## config.mk

```make
export PLATFORM = sky130hd
export DESIGN_NAME = wdt_lockable
export DESIGN_NICKNAME = d
export VERILOG_FILES = /design/src/rtl/wdt_pkg.sv /design/src/rtl/wdt_regfile.sv /design/src/rtl/wdt_countdown.sv /design/src/rtl/wdt_lockable.sv
export SDC_FILE = /design/constraint.sdc
export NUM_CORES = 1
export LEC_CHECK = 0
export ABC_AREA = 0
export BUFFER_PORTS_ARGS = -buffer_cell sky130_fd_sc_hd__buf_2
export CORE_UTILIZATION = 47
export CTS_BUF_LIST = sky130_fd_sc_hd__clkbuf_16
export CTS_CLUSTER_DIAMETER = 120
export DETAILED_ROUTE_END_ITERATION = 8
export GPL_ROUTABILITY_DRIVEN = 0
export PLACE_DENSITY = 0.78
export SKIP_CTS_REPAIR_TIMING = 1
export SLEW_MARGIN = 20
export SYNTH_ARGS = -nofsm -noshare
export SYNTH_HDL_FRONTEND = slang
export SYNTH_SLANG_ARGS = --single-unit
```

## constraint.sdc

```tcl
create_clock -name clk -period 2.6 [get_ports clk]
set_input_delay 0.39 -clock clk [delete_from_list [all_inputs] [get_ports clk]]
set_output_delay 0.39 -clock clk [all_outputs]
set_load 0.02 [all_outputs]
```

## src/rtl/wdt_pkg.sv

```systemverilog
package wdt_pkg;
  localparam int REG_AW = 2;

  typedef enum logic [REG_AW-1:0] {
    REG_CTRL = 2'd0,
    REG_TMO  = 2'd1,
    REG_KICK = 2'd2,
    REG_STAT = 2'd3
  } reg_sel_e;

  localparam int CB_EN_NORM = 0;
  localparam int CB_EN_REC  = 1;
  localparam int CB_LOCK    = 2;
  localparam int CB_RST_SEL = 6;
  localparam int CB_TMO_SEL = 7;

  localparam logic [7:0] CTRL_KEEP = 8'hC7;

  localparam int SB_REC = 0;
  localparam int SB_EXP = 1;
endpackage

```

## src/rtl/wdt_regfile.sv

```systemverilog
module wdt_regfile
  import wdt_pkg::*;
#(
  parameter int          DATA_W    = 8,
  parameter logic [7:0]  TMO_RESET = 8'd30,
  parameter logic [7:0]  KICK_CODE = 8'h6b
) (
  input  logic              clk,
  input  logic              rst,
  input  logic              wr_en_i,
  input  logic              rd_en_i,
  input  logic [REG_AW-1:0] addr_i,
  input  logic [DATA_W-1:0] wdata_i,
  input  logic [DATA_W-1:0] cnt_i,
  input  logic              expired_i,
  output logic [DATA_W-1:0] ctrl_o,
  output logic [DATA_W-1:0] tmo_o,
  output logic              kick_o,
  output logic [DATA_W-1:0] rdata_o
);
  logic [DATA_W-1:0] ctrl_q, tmo_q, rdata_q, rd_mux, stat_w;
  logic              cfg_open;

  assign cfg_open = !ctrl_q[CB_LOCK];
  assign kick_o   = wr_en_i && (addr_i == REG_KICK) && (wdata_i == KICK_CODE);

  always_comb begin
    stat_w         = '0;
    stat_w[SB_REC] = ctrl_q[CB_EN_REC];
    stat_w[SB_EXP] = expired_i;
  end

  always_comb begin
    case (addr_i)
      REG_CTRL: rd_mux = ctrl_q;
      REG_TMO:  rd_mux = tmo_q;
      REG_KICK: rd_mux = cnt_i;
      default:  rd_mux = stat_w;
    endcase
  end

  always_ff @(posedge clk) begin
    if (rst) begin
      ctrl_q  <= '0;
      tmo_q   <= DATA_W'(TMO_RESET);
      rdata_q <= '0;
    end else begin
      if (wr_en_i && cfg_open) begin
        if (addr_i == REG_CTRL) ctrl_q <= wdata_i & DATA_W'(CTRL_KEEP);
        if (addr_i == REG_TMO)  tmo_q  <= wdata_i;
      end
      if (rd_en_i) rdata_q <= rd_mux;
    end
  end

  assign ctrl_o  = ctrl_q;
  assign tmo_o   = tmo_q;
  assign rdata_o = rdata_q;
endmodule

```

## src/rtl/wdt_countdown.sv

```systemverilog
module wdt_countdown #(
  parameter int               CNT_W     = 8,
  parameter logic [CNT_W-1:0] CNT_RESET = 8'd30
) (
  input  logic             clk,
  input  logic             rst,
  input  logic             tick_i,
  input  logic             kick_i,
  input  logic [CNT_W-1:0] reload_i,
  input  logic             enable_i,
  input  logic             rst_sel_i,
  input  logic             tmo_sel_i,
  output logic [CNT_W-1:0] cnt_o,
  output logic             expired_o,
  output logic             sys_rst_o,
  output logic             tmo_o
);
  logic [CNT_W-1:0] cnt_q;
  logic             exp_q, srst_q, tout_q;
  logic             at_zero, running, fire;

  assign at_zero = (cnt_q == '0);
  assign running = enable_i && !exp_q;
  assign fire    = running && at_zero && !kick_i;

  always_ff @(posedge clk) begin
    if (rst) begin
      cnt_q  <= CNT_RESET;
      exp_q  <= 1'b0;
      srst_q <= 1'b0;
      tout_q <= 1'b0;
    end else begin
      if (kick_i)
        cnt_q <= reload_i;
      else if (running && tick_i && !at_zero)
        cnt_q <= cnt_q - 1'b1;
      if (fire) begin
        exp_q <= 1'b1;
        if (rst_sel_i) srst_q <= 1'b1;
        if (tmo_sel_i) tout_q <= 1'b1;
      end
    end
  end

  assign cnt_o     = cnt_q;
  assign expired_o = exp_q;
  assign sys_rst_o = srst_q;
  assign tmo_o     = tout_q;
endmodule

```

## src/rtl/wdt_lockable.sv

```systemverilog
module wdt_lockable
  import wdt_pkg::*;
#(
  parameter int         DATA_W    = 8,
  parameter logic [7:0] TMO_RESET = 8'd30,
  parameter logic [7:0] KICK_CODE = 8'h6b
) (
  input  logic              clk,
  input  logic              rst,
  input  logic              tick_1s_i,
  input  logic              bus_wr_i,
  input  logic              bus_rd_i,
  input  logic [1:0]        bus_addr_i,
  input  logic [DATA_W-1:0] bus_wdata_i,
  output logic [DATA_W-1:0] bus_rdata_o,
  output logic              sys_rst_o,
  output logic              wdt_tmo_o,
  output logic              mode_rec_o
);
  localparam int CNT_W = DATA_W;

  logic [DATA_W-1:0] ctrl_q, tmo_q;
  logic [CNT_W-1:0]  cnt_q;
  logic              kick_w, expired_q, armed_w;

  assign armed_w = ctrl_q[CB_EN_NORM] || ctrl_q[CB_EN_REC];

  wdt_regfile #(
    .DATA_W   (DATA_W),
    .TMO_RESET(TMO_RESET),
    .KICK_CODE(KICK_CODE)
  ) regs_i (
    .clk      (clk),
    .rst      (rst),
    .wr_en_i  (bus_wr_i),
    .rd_en_i  (bus_rd_i),
    .addr_i   (bus_addr_i),
    .wdata_i  (bus_wdata_i),
    .cnt_i    (cnt_q),
    .expired_i(expired_q),
    .ctrl_o   (ctrl_q),
    .tmo_o    (tmo_q),
    .kick_o   (kick_w),
    .rdata_o  (bus_rdata_o)
  );

  wdt_countdown #(
    .CNT_W    (CNT_W),
    .CNT_RESET(CNT_W'(TMO_RESET))
  ) cnt_i (
    .clk      (clk),
    .rst      (rst),
    .tick_i   (tick_1s_i),
    .kick_i   (kick_w),
    .reload_i (tmo_q),
    .enable_i (armed_w),
    .rst_sel_i(ctrl_q[CB_RST_SEL]),
    .tmo_sel_i(ctrl_q[CB_TMO_SEL]),
    .cnt_o    (cnt_q),
    .expired_o(expired_q),
    .sys_rst_o(sys_rst_o),
    .tmo_o    (wdt_tmo_o)
  );

  assign mode_rec_o = ctrl_q[CB_EN_REC];
endmodule

```

==> summary.txt, run 1 <==
Critical path
  – Crit path DAT: 2.00 ns
  – Slowest CP cell: dfxtp_1
  – Reg2reg start: cnt_i.cnt_o[0]$_SDFFE_PP0P_
  – CP peak stage delay: around 0.38 ns
  – Critical Path RT: between 2 and 3 ns
  – CP endpoint kind: register
  – Reg2Reg Setup Slack: between 0.7 and 0.8 ns
  – Maximum fanout along the worst path: 7
  – Crit path launch: cnt_i.cnt_o[0]$_SDFFE_PP0P_
  – Kind of critical path: register to register
  – Worst Setup EP: cnt_i.cnt_o[0]$_SDFFE_PP0P_
  – Worst R2R Path Depth: 6
  – Cell Chain, Critical Path: inv_1 > ha_1 > nor2b_1 > and3_1 > or3_1 > a311oi_2
  – Startpoint types: register
  – Worst R2R End: cnt_i.cnt_o[0]$_SDFFE_PP0P_

Clocking
  – Clock Path Buffers: 2
  – CTS sink cnt: 32
  – Clk_lat worst skew: 0.28 ns
  – H-tree Lvls: 2
  – TritonCTS clock tree: done
  – CTS root buf: clkbuf_16
  – Number of CTS-inserted buffers: 5
  – Clk pin slew, worst setup/hold paths: approximately 0.050 ns

Yosys
  – Post-Syn Instances: 180
  – Synth async-reset ratio: 0%
  – Share of the synthesized area in the top cell type: between 40% and 50%
  – Post-synth EDFFs: 0
  – Leading post-synthesis cells by cell area: dfxtp_1 (41%), nor2_1 (6.9%), mux2i_1 (6.4%)
  – Top-count cell post-synth: dfxtp_1
  – FF+latch count, synth: 32
  – Distinct cells, synth: 39
  – Post-synthesis sequential area ratio: about two fifths
  – Post-synth top cells: dfxtp_1 (32), nor2_1 (29), nand2_1 (19), a21oi_1 (10), mux2i_1 (10)
  – Synth Warn #: 0
  – Synthesized net count: 197
  – Area leader, netlist: dfxtp_1
  – Cell Area, Synth: around 1600 µm²
  – Mapped Avg Cell Area: between 8 and 9 µm²
  – Ys flop type: dfxtp_1

Layout
  – Fill cells: about 300
  – Share of layout cells above drive strength 1: about a fifth
  – Design Area, Final: 1820 µm²
  – Final core occ: approximately three fifths
  – Antenna diodes: 0
  – Post-route insts no fill: roughly 240
  – Layout Area Growth over Synthesis: 15.9%
  – NumNets Final: around 220

Job
  – Max Cap Violations: 0

Pwr
  – Leak Pwr: between 0.7 and 0.8 nW
  – Pwr dens: 640 nW/µm²
  – Worst ir drop on vdd: about 0.44 mV

Global route
  – Global-route wire length before repair: slightly below 6000 µm
  – Antenna violations before repair: 0
  – Number of global-route vias before repair: around 1200
  – GR Util All Layers: a little under a quarter
  – Gr ovfl total: 0
  – Largest net degree at the start of global routing: 28

Placed design
  – Cells after DPL: 237
  – Dpl hpwl: ~2600 µm
  – DP Worst Slack: 0.565 ns
  – Area after DPL: 1690 µm²
  – Port Buf Inserts: 25

Die
  – Die Y: around 60 µm
  – DIE AREA: around 3600 µm²
  – Core Footprint: approximately 3100 µm²
  – Die width: approximately 60 µm
  – Ports: 26
  – Starting Density: between 50% and 60%
  – Core Rows: 20

Timing
  – Worst rel slew slack: about 46%
  – Final clock period utilization by the worst path: approximately 70%
  – Peak Freq: around 550 MHz
  – Final slew viol count: 0
  – Setup Skew: 0.00228 ns
  – Slew @ Worst Pin: roughly 0.8 ns
  – Final Hold Fails: 0
  – RSZ-0062 raised after global routing: no
  – PnR worst setup slack: 0.786 ns
  – Setup TNS: 0 ns
  – Setup Viol. Count Final: 0
  – Fin crit period: 1.81 ns

Min path
  – Hold WC Path Type: input pin to register
  – Hold Crit Depth: 3
  – Min-delay src: bus_wdata_i[3]

Run status
  – Outcome: finished, final reports clean

Routing
  – Router iterations before antenna repair: 4
  – Via count: 1427
  – First DRT Iteration DRCs: 66
  – Final wirelength: about 3600 µm
  – DRC: 0
  – DR WL/cell: about 15 µm
  – Remaining antenna violation count: 0
  – Routed vias/inst: ~5.8
## per-layer routing
layer / GRT usage (%) / routed length, µm
met1: 29.5 / 1660
met2: 34.6 / 1670
met3: 6.49 / 222
met4: 12.0 / 58
met5: 0 / 0
## where the power goes
part	switching (mW)	total, mW	internal, mW
sequential	0.0132	0.522	0.509
clock	0.194	0.535	0.341
combinational	0.0675	0.110	0.0428
## kinds of logic (layout without fill, tap and decap cells)
| logic type | count (synthesis) | count (layout) | share of synthesized area (%) |
|---|---|---|---|
| adder cells (fa/ha/maj) | 2 | 2 | 1.59 |
| multiplexers | 12 | 12 | 9.22 |
| AO/OA/AOI/OAI | 39 | 39 | 18.6 |
| buffers and inverters | 17 | 37 | 5.17 |
| AND/OR/NAND/NOR | 78 | 78 | 24.7 |
| flip-flops | 32 | 32 | 40.7 |
## per-stage QoR
stage	hold WS (ns)	power, mW
floorplan	0.445	0.606
global placement	0.464	0.639
detailed placement	0.472	0.640
CTS	0.347	1.17
global route	0.378	1.21
finish	0.347	1.17
## critical path: cells and delay by family (launching register included)
| family | cells | cell delay (ns) |
|---|---|---|
| simple gates | 3 | 0.81 |
| flops | 1 | 0.38 |
| compound gates | 1 | 0.26 |
| fa+ha+maj | 1 | 0.20 |
| buf+inv | 1 | 0.08 |
## final cells by class
| class | count | area, µm² | area share (%) |
|---|---|---|---|
| tap | 44 | 55.1 | 3.02 |
| multi-input combinational | 131 | 852 | 46.7 |
| timing repair buffer | 25 | 125 | 6.86 |
| sequential | 32 | 641 | 35.1 |
| clock buffer | 5 | 125 | 6.86 |
| clock inverter | 2 | 7.51 | 0.412 |
| inverter | 5 | 18.8 | 1.03 |
## registers in the layout, indices dropped and copies added, names as in the netlist
name,count
cnt_i.sys_rst_o,1
regs_i.tmo_o,8
cnt_i.expired_o,1
cnt_i.tmo_o,1
regs_i.rdata_o,8
cnt_i.cnt_o,8
regs_i.ctrl_o,5
## how the worst min path moves through the flow
stage	end
5_1_grt	regs_i.tmo_o[1]$_SDFFE_PP1P_
3_3_place_gp	regs_i.tmo_o[7]$_SDFFE_PP0P_
4_1_cts	regs_i.tmo_o[3]$_SDFFE_PP1P_
6_report	regs_i.tmo_o[3]$_SDFFE_PP1P_
3_5_place_dp	cnt_i.tmo_o$_SDFFE_PP0P_
2_1_floorplan	cnt_i.expired_o$_SDFFE_PP0N_
## cells in the final DEF, fill, tap and decap left out, types with 2 or more instances in the layout
master / Yosys / routed
a211oi_1: 7 / 7
a21oi_1: 10 / 10
a22oi_1: 3 / 3
a311oi_2: 3 / 3
a31oi_1: 4 / 4
and3_1: 2 / 2
and4_1: 2 / 2
buf_2: 2 / 25
clkbuf_16: 0 / 5
clkinv_1: 0 / 2
dfxtp_1: 32 / 32
ha_1: 2 / 2
inv_1: 5 / 5
mux2i_1: 10 / 10
mux4_2: 2 / 2
nand2_1: 19 / 19
nand3_1: 7 / 7
nand4_1: 4 / 4
nor2_1: 29 / 29
nor2b_1: 3 / 3
nor3_2: 2 / 2
o21ai_0: 3 / 3
o21ai_1: 2 / 2
or4_1: 3 / 3
(Power assumes the default switching activity.)
==> run 2: changes to the inputs <==
--- a/config.mk
+++ b/config.mk
@@ -12,7 +12,7 @@
 export CTS_CLUSTER_DIAMETER = 120
 export DETAILED_ROUTE_END_ITERATION = 8
 export GPL_ROUTABILITY_DRIVEN = 0
-export PLACE_DENSITY = 0.78
+export PLACE_DENSITY = 0.81
 export SKIP_CTS_REPAIR_TIMING = 1
 export SLEW_MARGIN = 20
 export SYNTH_ARGS = -nofsm -noshare
==> constraint.sdc (replaced) <==
create_clock -name clk -period 1.6 [get_ports clk]
set_input_delay 0.24 -clock clk [delete_from_list [all_inputs] [get_ports clk]]
set_output_delay 0.24 -clock clk [all_outputs]
set_load 0.02 [all_outputs]
==> run 2 against run 1 <==
Compared with the run above: the run now ends with setup timing left; utilization is 8.0 points higher; sequential share of layout area fell by 3.9 points; total power increased by 82%; clock skew up 0.0012 ns; setup slack got worse by 0.79 ns; critical endpoint is now cnt_i.cnt_o[6]$_SDFFE_PP0P_; largest power group unchanged.
==> summary.txt, run 2 (synthesized netlist as in run 1, its figures left out) <==
Layout
  – Commonest non-fill, non-tap cells in the layout: nor2_1 (29), dfxtp_1 (28), buf_2 (25)
  – NumNets Final: 238 (+9.7%)
  – Share of layout cells above drive strength 1: 34.2% (+14 points)
  – Most common cell after layout, fill and taps aside: nor2_1
  – Layout Area Growth over Synthesis: 31.7%
  – Antenna diodes: 0 (unchanged)
  – Design Area, Final: 2070 µm² (+14%)
  – Fill cells: 265 (-11%)
  – Final core occ: 66.8% (+8.0 points)

Placed design
  – Port Buf Inserts: 25 (unchanged)
  – Area after DPL: 1820 µm² (+7.7%)
  – Dpl hpwl: 2760 µm (+7.3%)

Pwr
  – Leak Pwr: 0.888 nW (+19%)
  – Clock power share: 50.2% (+4.3 points)
  – Combinational cell fraction of total power: 10.0% (+0.5 points)
  – Sequential share of power: 39.8% (-4.9 points)
  – Switching Share: 22.7% (-0.88 points)
  – Net switching power: 0.481 mW (+75%)
  – Pwr dens: 1020 nW/µm² (+60%)
  – Worst ir drop on vdd: 0.864 mV (+96%)
  – Int Pwr: 1.64 mW (+84%)

Routing
  – Router iterations before antenna repair: 4 (unchanged)
  – Via count: 1485 (+4.1%)
  – Remaining antenna violation count: 0 (unchanged)
  – Routed vias/inst: 5.58 (-4.5%)
  – DR WL/cell: 14.9 µm (+0.87%)
  – DRC: 0 (unchanged)
  – First DRT Iteration DRCs: 50 (-24%)
  – Final wirelength: 3970 µm (+10%)

Critical path
  – Slowest CP cell: or4_4
  – Cell Chain, Critical Path: nor3_4 > nand4_1 > or4_4 > a311oi_2
  – Maximum fanout along the worst path: 5 (-2)
  – CP peak stage delay: 0.45 ns (+0.07 ns)
  – Crit path DAT: 1.80 ns (-0.20 ns)
  – CP endpoint kind: register
  – Startpoint types: register
  – Crit path buffers/inverters: 0 (-1)
  – Critical Path RT: 1.80 ns (-0.99 ns)
  – Kind of critical path: register to register
  – Top delay family on crit path: simple AND/OR/NAND/NOR gates

Timing
  – Peak Freq: 623 MHz (+13%)
  – Worst rel slew slack: 75.6% (+29 points)
  – PnR worst setup slack: -0.00514 ns (-0.791 ns)
  – Final clock period utilization by the worst path: 100% (+31 points)
  – Setup Viol. Count Final: 1 (+1)
  – RSZ-0062 raised after global routing: yes
  – Fin crit period: 1.61 ns (-0.209 ns)
  – Slew @ Worst Pin: 0.365 ns (-0.435 ns)
  – Final slew viol count: 0 (unchanged)
  – Worst hold slack: 0.197 ns (-0.149 ns)
  – Final Hold Fails: 0 (unchanged)
  – Setup Skew: 0.00348 ns (+0.00120 ns)

Die
  – Core Rows: 20 (unchanged)
  – Die width: 59.9 µm (unchanged)
  – Ports: 26 (unchanged)
  – Starting Density: 50.7% (unchanged)
  – Die Y: 59.9 µm (unchanged)
  – Core Footprint: 3100 µm² (unchanged)
  – DIE AREA: 3580 µm² (unchanged)

Global route
  – Global-route wire length before repair: 6220 µm (+5.2%)
  – GR Util All Layers: 24.3% (+1.4 points)
  – Gr ovfl total: 0 (unchanged)
  – Antenna violations before repair: 0 (unchanged)
  – Number of global-route vias before repair: 1375 (+11%)
  – Largest net degree at the start of global routing: 17 (-39%)

Clocking
  – TritonCTS clock tree: done
  – Number of CTS-inserted buffers: 5 (unchanged)
  – Clk_lat worst skew: 0.28 ns (about the same)
  – CTS root buf: clkbuf_16
  – Clk pin slew, worst setup/hold paths: 0.05 ns (about the same)
  – CTS sink cnt: 32 (unchanged)
  – Clock Path Buffers: 2 (unchanged)
  – H-tree Lvls: 2 (unchanged)

Min path
  – Hold WC Path Type: input pin to register

Run status
  – Failing checks: setup timing
  – Outcome: complete, but fails checks

Job
  – Max Cap Violations: 0 (unchanged)
## run 2: cell count changes in the layout (fill, tap and decap cells not counted), sizes merged
cell / delta
buf: +21
bufinv: +1
clkinv: -1
inv: +1
## run 2: power by group through the flow
stage | sequential (mW) | clock (mW) | combinational, mW
global placement | 0.862 | 0 | 0.194
finish | 0.846 | 1.07 | 0.212
detailed placement | 0.862 | 0 | 0.197
CTS | 0.846 | 1.08 | 0.198
global route | 0.848 | 1.10 | 0.233
floorplan | 0.874 | 0 | 0.113
## run 2: through the flow
step	std cells	worst slack (ns)	TNS [ns]	total power, mW
floorplan	180	0.00615	0	0.986
global placement	253	-0.0425	-0.0752	1.06
detailed placement	253	-0.0665	-0.186	1.06
CTS	261	-0.0445	-0.0500	2.13
global route	266	-0.0760	-0.0787	2.18
finish	266	-0.00514	-0.00514	2.12
## run 2: layout make-up
type / instances / area, µm² / area share (%)
clock buffers: 5 / 125 / 6.03
multi-input cells: 131 / 901 / 43.5
clock inverters: 3 / 38.8 / 1.87
well taps: 44 / 55.1 / 2.66
repair buffers: 46 / 287 / 13.8
flip-flops and latches: 32 / 648 / 31.3
inverters: 5 / 18.8 / 0.905
## run 2: per-layer routing
layer  up-vias  track usage [%]  part of all wire [%]
met2        43             38.3                    47
met5         -                0                     0
met4         0             11.0                   2.2
met1       700             30.0                    46
li1        733                -                     -
met3         9             8.23                   5.6
## run 2: final timing paths
check / from / endpoint / slack (ns) / cells after the start
max: cnt_i.cnt_o[3]$_SDFFE_PP1P_ / cnt_i.cnt_o[6]$_SDFFE_PP0P_ / -0.005 / 4
min reg2reg: regs_i.rdata_o[2]$_SDFFE_PP0P_ / regs_i.rdata_o[2]$_SDFFE_PP0P_ / 0.48 / 2
min: bus_wdata_i[4] / regs_i.tmo_o[4]$_SDFFE_PP1P_ / 0.20 / 3
max reg2reg: cnt_i.cnt_o[3]$_SDFFE_PP1P_ / cnt_i.cnt_o[6]$_SDFFE_PP0P_ / -0.005 / 4
## run 2: worst min-delay path, stage by stage
cell and delay, ns:
buf_2 0.09, nand2_1 0.05, nand3_1 0.07
==> run 3: changes to the inputs <==
--- a/config.mk
+++ b/config.mk
@@ -7,12 +7,13 @@
 export LEC_CHECK = 0
 export ABC_AREA = 0
 export BUFFER_PORTS_ARGS = -buffer_cell sky130_fd_sc_hd__buf_2
+export CORE_MARGIN = 1
 export CORE_UTILIZATION = 47
-export CTS_BUF_LIST = sky130_fd_sc_hd__clkbuf_16
+export CTS_BUF_LIST = sky130_fd_sc_hd__clkbuf_8
 export CTS_CLUSTER_DIAMETER = 120
 export DETAILED_ROUTE_END_ITERATION = 8
 export GPL_ROUTABILITY_DRIVEN = 0
-export PLACE_DENSITY = 0.81
+export PLACE_DENSITY = 0.72
 export SKIP_CTS_REPAIR_TIMING = 1
 export SLEW_MARGIN = 20
 export SYNTH_ARGS = -nofsm -noshare
==> run 3 against run 2 <==
Compared with the run above: the run now ends clean; worst hold slack lost 0.0027 ns; non-clock buffer count grew 2; first-iteration DRC count grew 86%; register-to-register slack gained 0.04 ns; count of clock-buffer cells in the layout grew 1; final cell count grew 0.75%; sequential share of layout area grew 0.99 points; combinational power is essentially flat; largest power group is now registers.
==> summary.txt, run 3 (synthesized netlist as in run 1, its figures left out) <==
Run status
  – Outcome: finished, final reports clean

Timing
  – Final Hold Fails: 0 (unchanged)
  – Worst rel slew slack: 72.9% (-2.8 points)
  – Peak Freq: 640 MHz (+2.7%)
  – Slew @ Worst Pin: 0.406 ns (+0.0414 ns)
  – Fin crit period: 1.56 ns (-0.0423 ns)
  – RSZ-0062 raised after global routing: yes
  – Final slew viol count: 0 (unchanged)
  – Setup Viol. Count Final: 0 (-1)
  – Setup Skew: 0.00345 ns (-0.0000252 ns)
  – PnR worst setup slack: 0.0372 ns (+0.0423 ns)
  – Final clock period utilization by the worst path: 97.7% (-2.6 points)

Pwr
  – Switching Share: 25.4% (+2.7 points)
  – Net switching power: 0.426 mW (-11%)
  – Int Pwr: 1.25 mW (-24%)
  – Clock power share: 37.1% (-13 points)
  – Sequential share of power: 50.2% (+10 points)
  – Leak Pwr: 0.860 nW (-3.1%)
  – Pwr dens: 837 nW/µm² (-18%)
  – Combinational cell fraction of total power: 12.6% (+2.6 points)
  – Worst ir drop on vdd: 0.772 mV (-11%)

Clocking
  – TritonCTS clock tree: done
  – Clock Path Buffers: 2 (unchanged)
  – Clk pin slew, worst setup/hold paths: 0.06 ns (about the same)
  – CTS sink cnt: 32 (unchanged)
  – Clk_lat worst skew: 0.28 ns (about the same)
  – CTS root buf: clkbuf_8
  – Number of CTS-inserted buffers: 5 (unchanged)
  – H-tree Lvls: 2 (unchanged)

Placed design
  – Port Buf Inserts: 25 (unchanged)
  – DP Worst Slack: -0.0645 ns (+0.00200 ns)
  – Dpl hpwl: 3030 µm (+9.6%)

Layout
  – Commonest non-fill, non-tap cells in the layout: dfxtp_1 (29), nor2_1 (28), buf_2 (25)
  – Sequential cell area: 647 µm² (-0.19%)
  – Share of layout cells above drive strength 1: 33.9% (-0.31 points)
  – Layout Area Growth over Synthesis: 27.4%
  – Final core occ: 64.6% (-2.2 points)
  – Most common cell after layout, fill and taps aside: dfxtp_1
  – NumNets Final: 240 (+0.84%)
  – Antenna diodes: 0 (unchanged)
  – Fill cells: 272 (+2.6%)
  – Multi-input logic area: 897 µm² (-0.42%)

Die
  – Die Y: 59.9 µm (unchanged)
  – Core Footprint: 3100 µm² (unchanged)
  – Ports: 26 (unchanged)
  – Starting Density: 50.7% (unchanged)
  – DIE AREA: 3580 µm² (unchanged)
  – Die width: 59.9 µm (unchanged)
  – Core Rows: 20 (unchanged)

Critical path
  – Kind of critical path: register to register
  – CP endpoint kind: register
  – Critical Path RT: 1.80 ns (about the same)
  – Crit path DAT: 1.76 ns (-0.04 ns)
  – Maximum fanout along the worst path: 6 (+1)
  – Startpoint types: register

Job
  – Max Cap Violations: 0 (unchanged)

Global route
  – Gr ovfl total: 0 (unchanged)
  – Global-route wire length before repair: 6490 µm (+4.4%)
  – GR Util All Layers: 25.3% (+0.93 points)
  – Largest net degree at the start of global routing: 19 (+2)
  – Number of global-route vias before repair: 1421 (+3.3%)
  – Antenna violations before repair: 0 (unchanged)

Routing
  – Via count: 1546 (+4.1%)
  – First DRT Iteration DRCs: 93 (+86%)
  – Final wirelength: 4150 µm (+4.5%)
  – Remaining antenna violation count: 0 (unchanged)
  – Routed vias/inst: 5.77 (+3.3%)
  – Router iterations before antenna repair: 4 (unchanged)
  – DR WL/cell: 15.5 µm (+3.7%)
  – DRC: 0 (unchanged)

Min path
  – Hold WC Path Type: input pin to register
-- run 3: cell count changes in the layout (fill, tap and decap cells not counted), sizes merged --
| cell | delta |
|---|---|
| buf | +2 |
| bufinv | -1 |
| clkbuf | +1 |
| clkinv | -1 |
| inv | +1 |
-- run 3: layer usage --
| metal | share of wire [%] | vias up | GRT usage, % |
|---|---|---|---|
| met5 | 0 | - | 0 |
| met4 | 2.1 | 0 | 12.6 |
| met3 | 7.3 | 10 | 7.36 |
| met2 | 50 | 69 | 41.6 |
| met1 | 41 | 729 | 29.8 |
| li1 | - | 738 | - |
-- run 3: through the flow --
step | instance area, µm² | setup TNS [ns] | power (mW) | std cells | hold slack [ns]
2_1_floorplan | 1590 | 0 | 0.986 | 180 | 0.364
3_3_place_gp | 1840 | -0.0147 | 1.05 | 256 | 0.462
3_5_place_dp | 1840 | -0.202 | 1.06 | 256 | 0.473
4_1_cts | 1930 | -0.0147 | 1.68 | 264 | 0.188
5_1_grt | 2010 | -0.0320 | 1.74 | 268 | 0.196
6_report | 2010 | 0 | 1.68 | 268 | 0.195
-- run 3: power groups by stage --
stage	Sequential [mW]	Clock, mW	Combinational, mW
6_report	0.843	0.624	0.212
5_1_grt	0.846	0.661	0.232
4_1_cts	0.844	0.636	0.202
3_5_place_dp	0.861	0	0.201
3_3_place_gp	0.860	0	0.195
2_1_floorplan	0.874	0	0.113
-- run 3: layout make-up --
| class | instances | share of cell area, % |
|---|---|---|
| clock buffers | 6 | 4.12 |
| inverters | 5 | 0.936 |
| multi-input cells | 131 | 44.7 |
| clock inverters | 2 | 0.374 |
| repair buffers | 48 | 14.8 |
| flip-flops and latches | 32 | 32.3 |
| well taps | 44 | 2.74 |
-- run 3: worst paths after layout --
kind	start	endpoint	slack, ns	depth (start not counted)
min	bus_wdata_i[3]	regs_i.tmo_o[3]$_SDFFE_PP1P_	0.19	3
max	cnt_i.expired_o$_SDFFE_PP0N_	cnt_i.cnt_o[0]$_SDFFE_PP0P_	0.04	5
min reg2reg	regs_i.rdata_o[3]$_SDFFE_PP0P_	regs_i.rdata_o[3]$_SDFFE_PP0P_	0.49	2
max reg2reg	cnt_i.expired_o$_SDFFE_PP0N_	cnt_i.cnt_o[0]$_SDFFE_PP0P_	0.04	5
-- run 3: worst max-delay path, cell delays in order, from the launching register on --
cell,delay [ns]
dfxtp_1,0.33
o21ba_4,0.27
buf_4,0.15
nand2_1,0.09
or3_4,0.38
a311oi_2,0.25
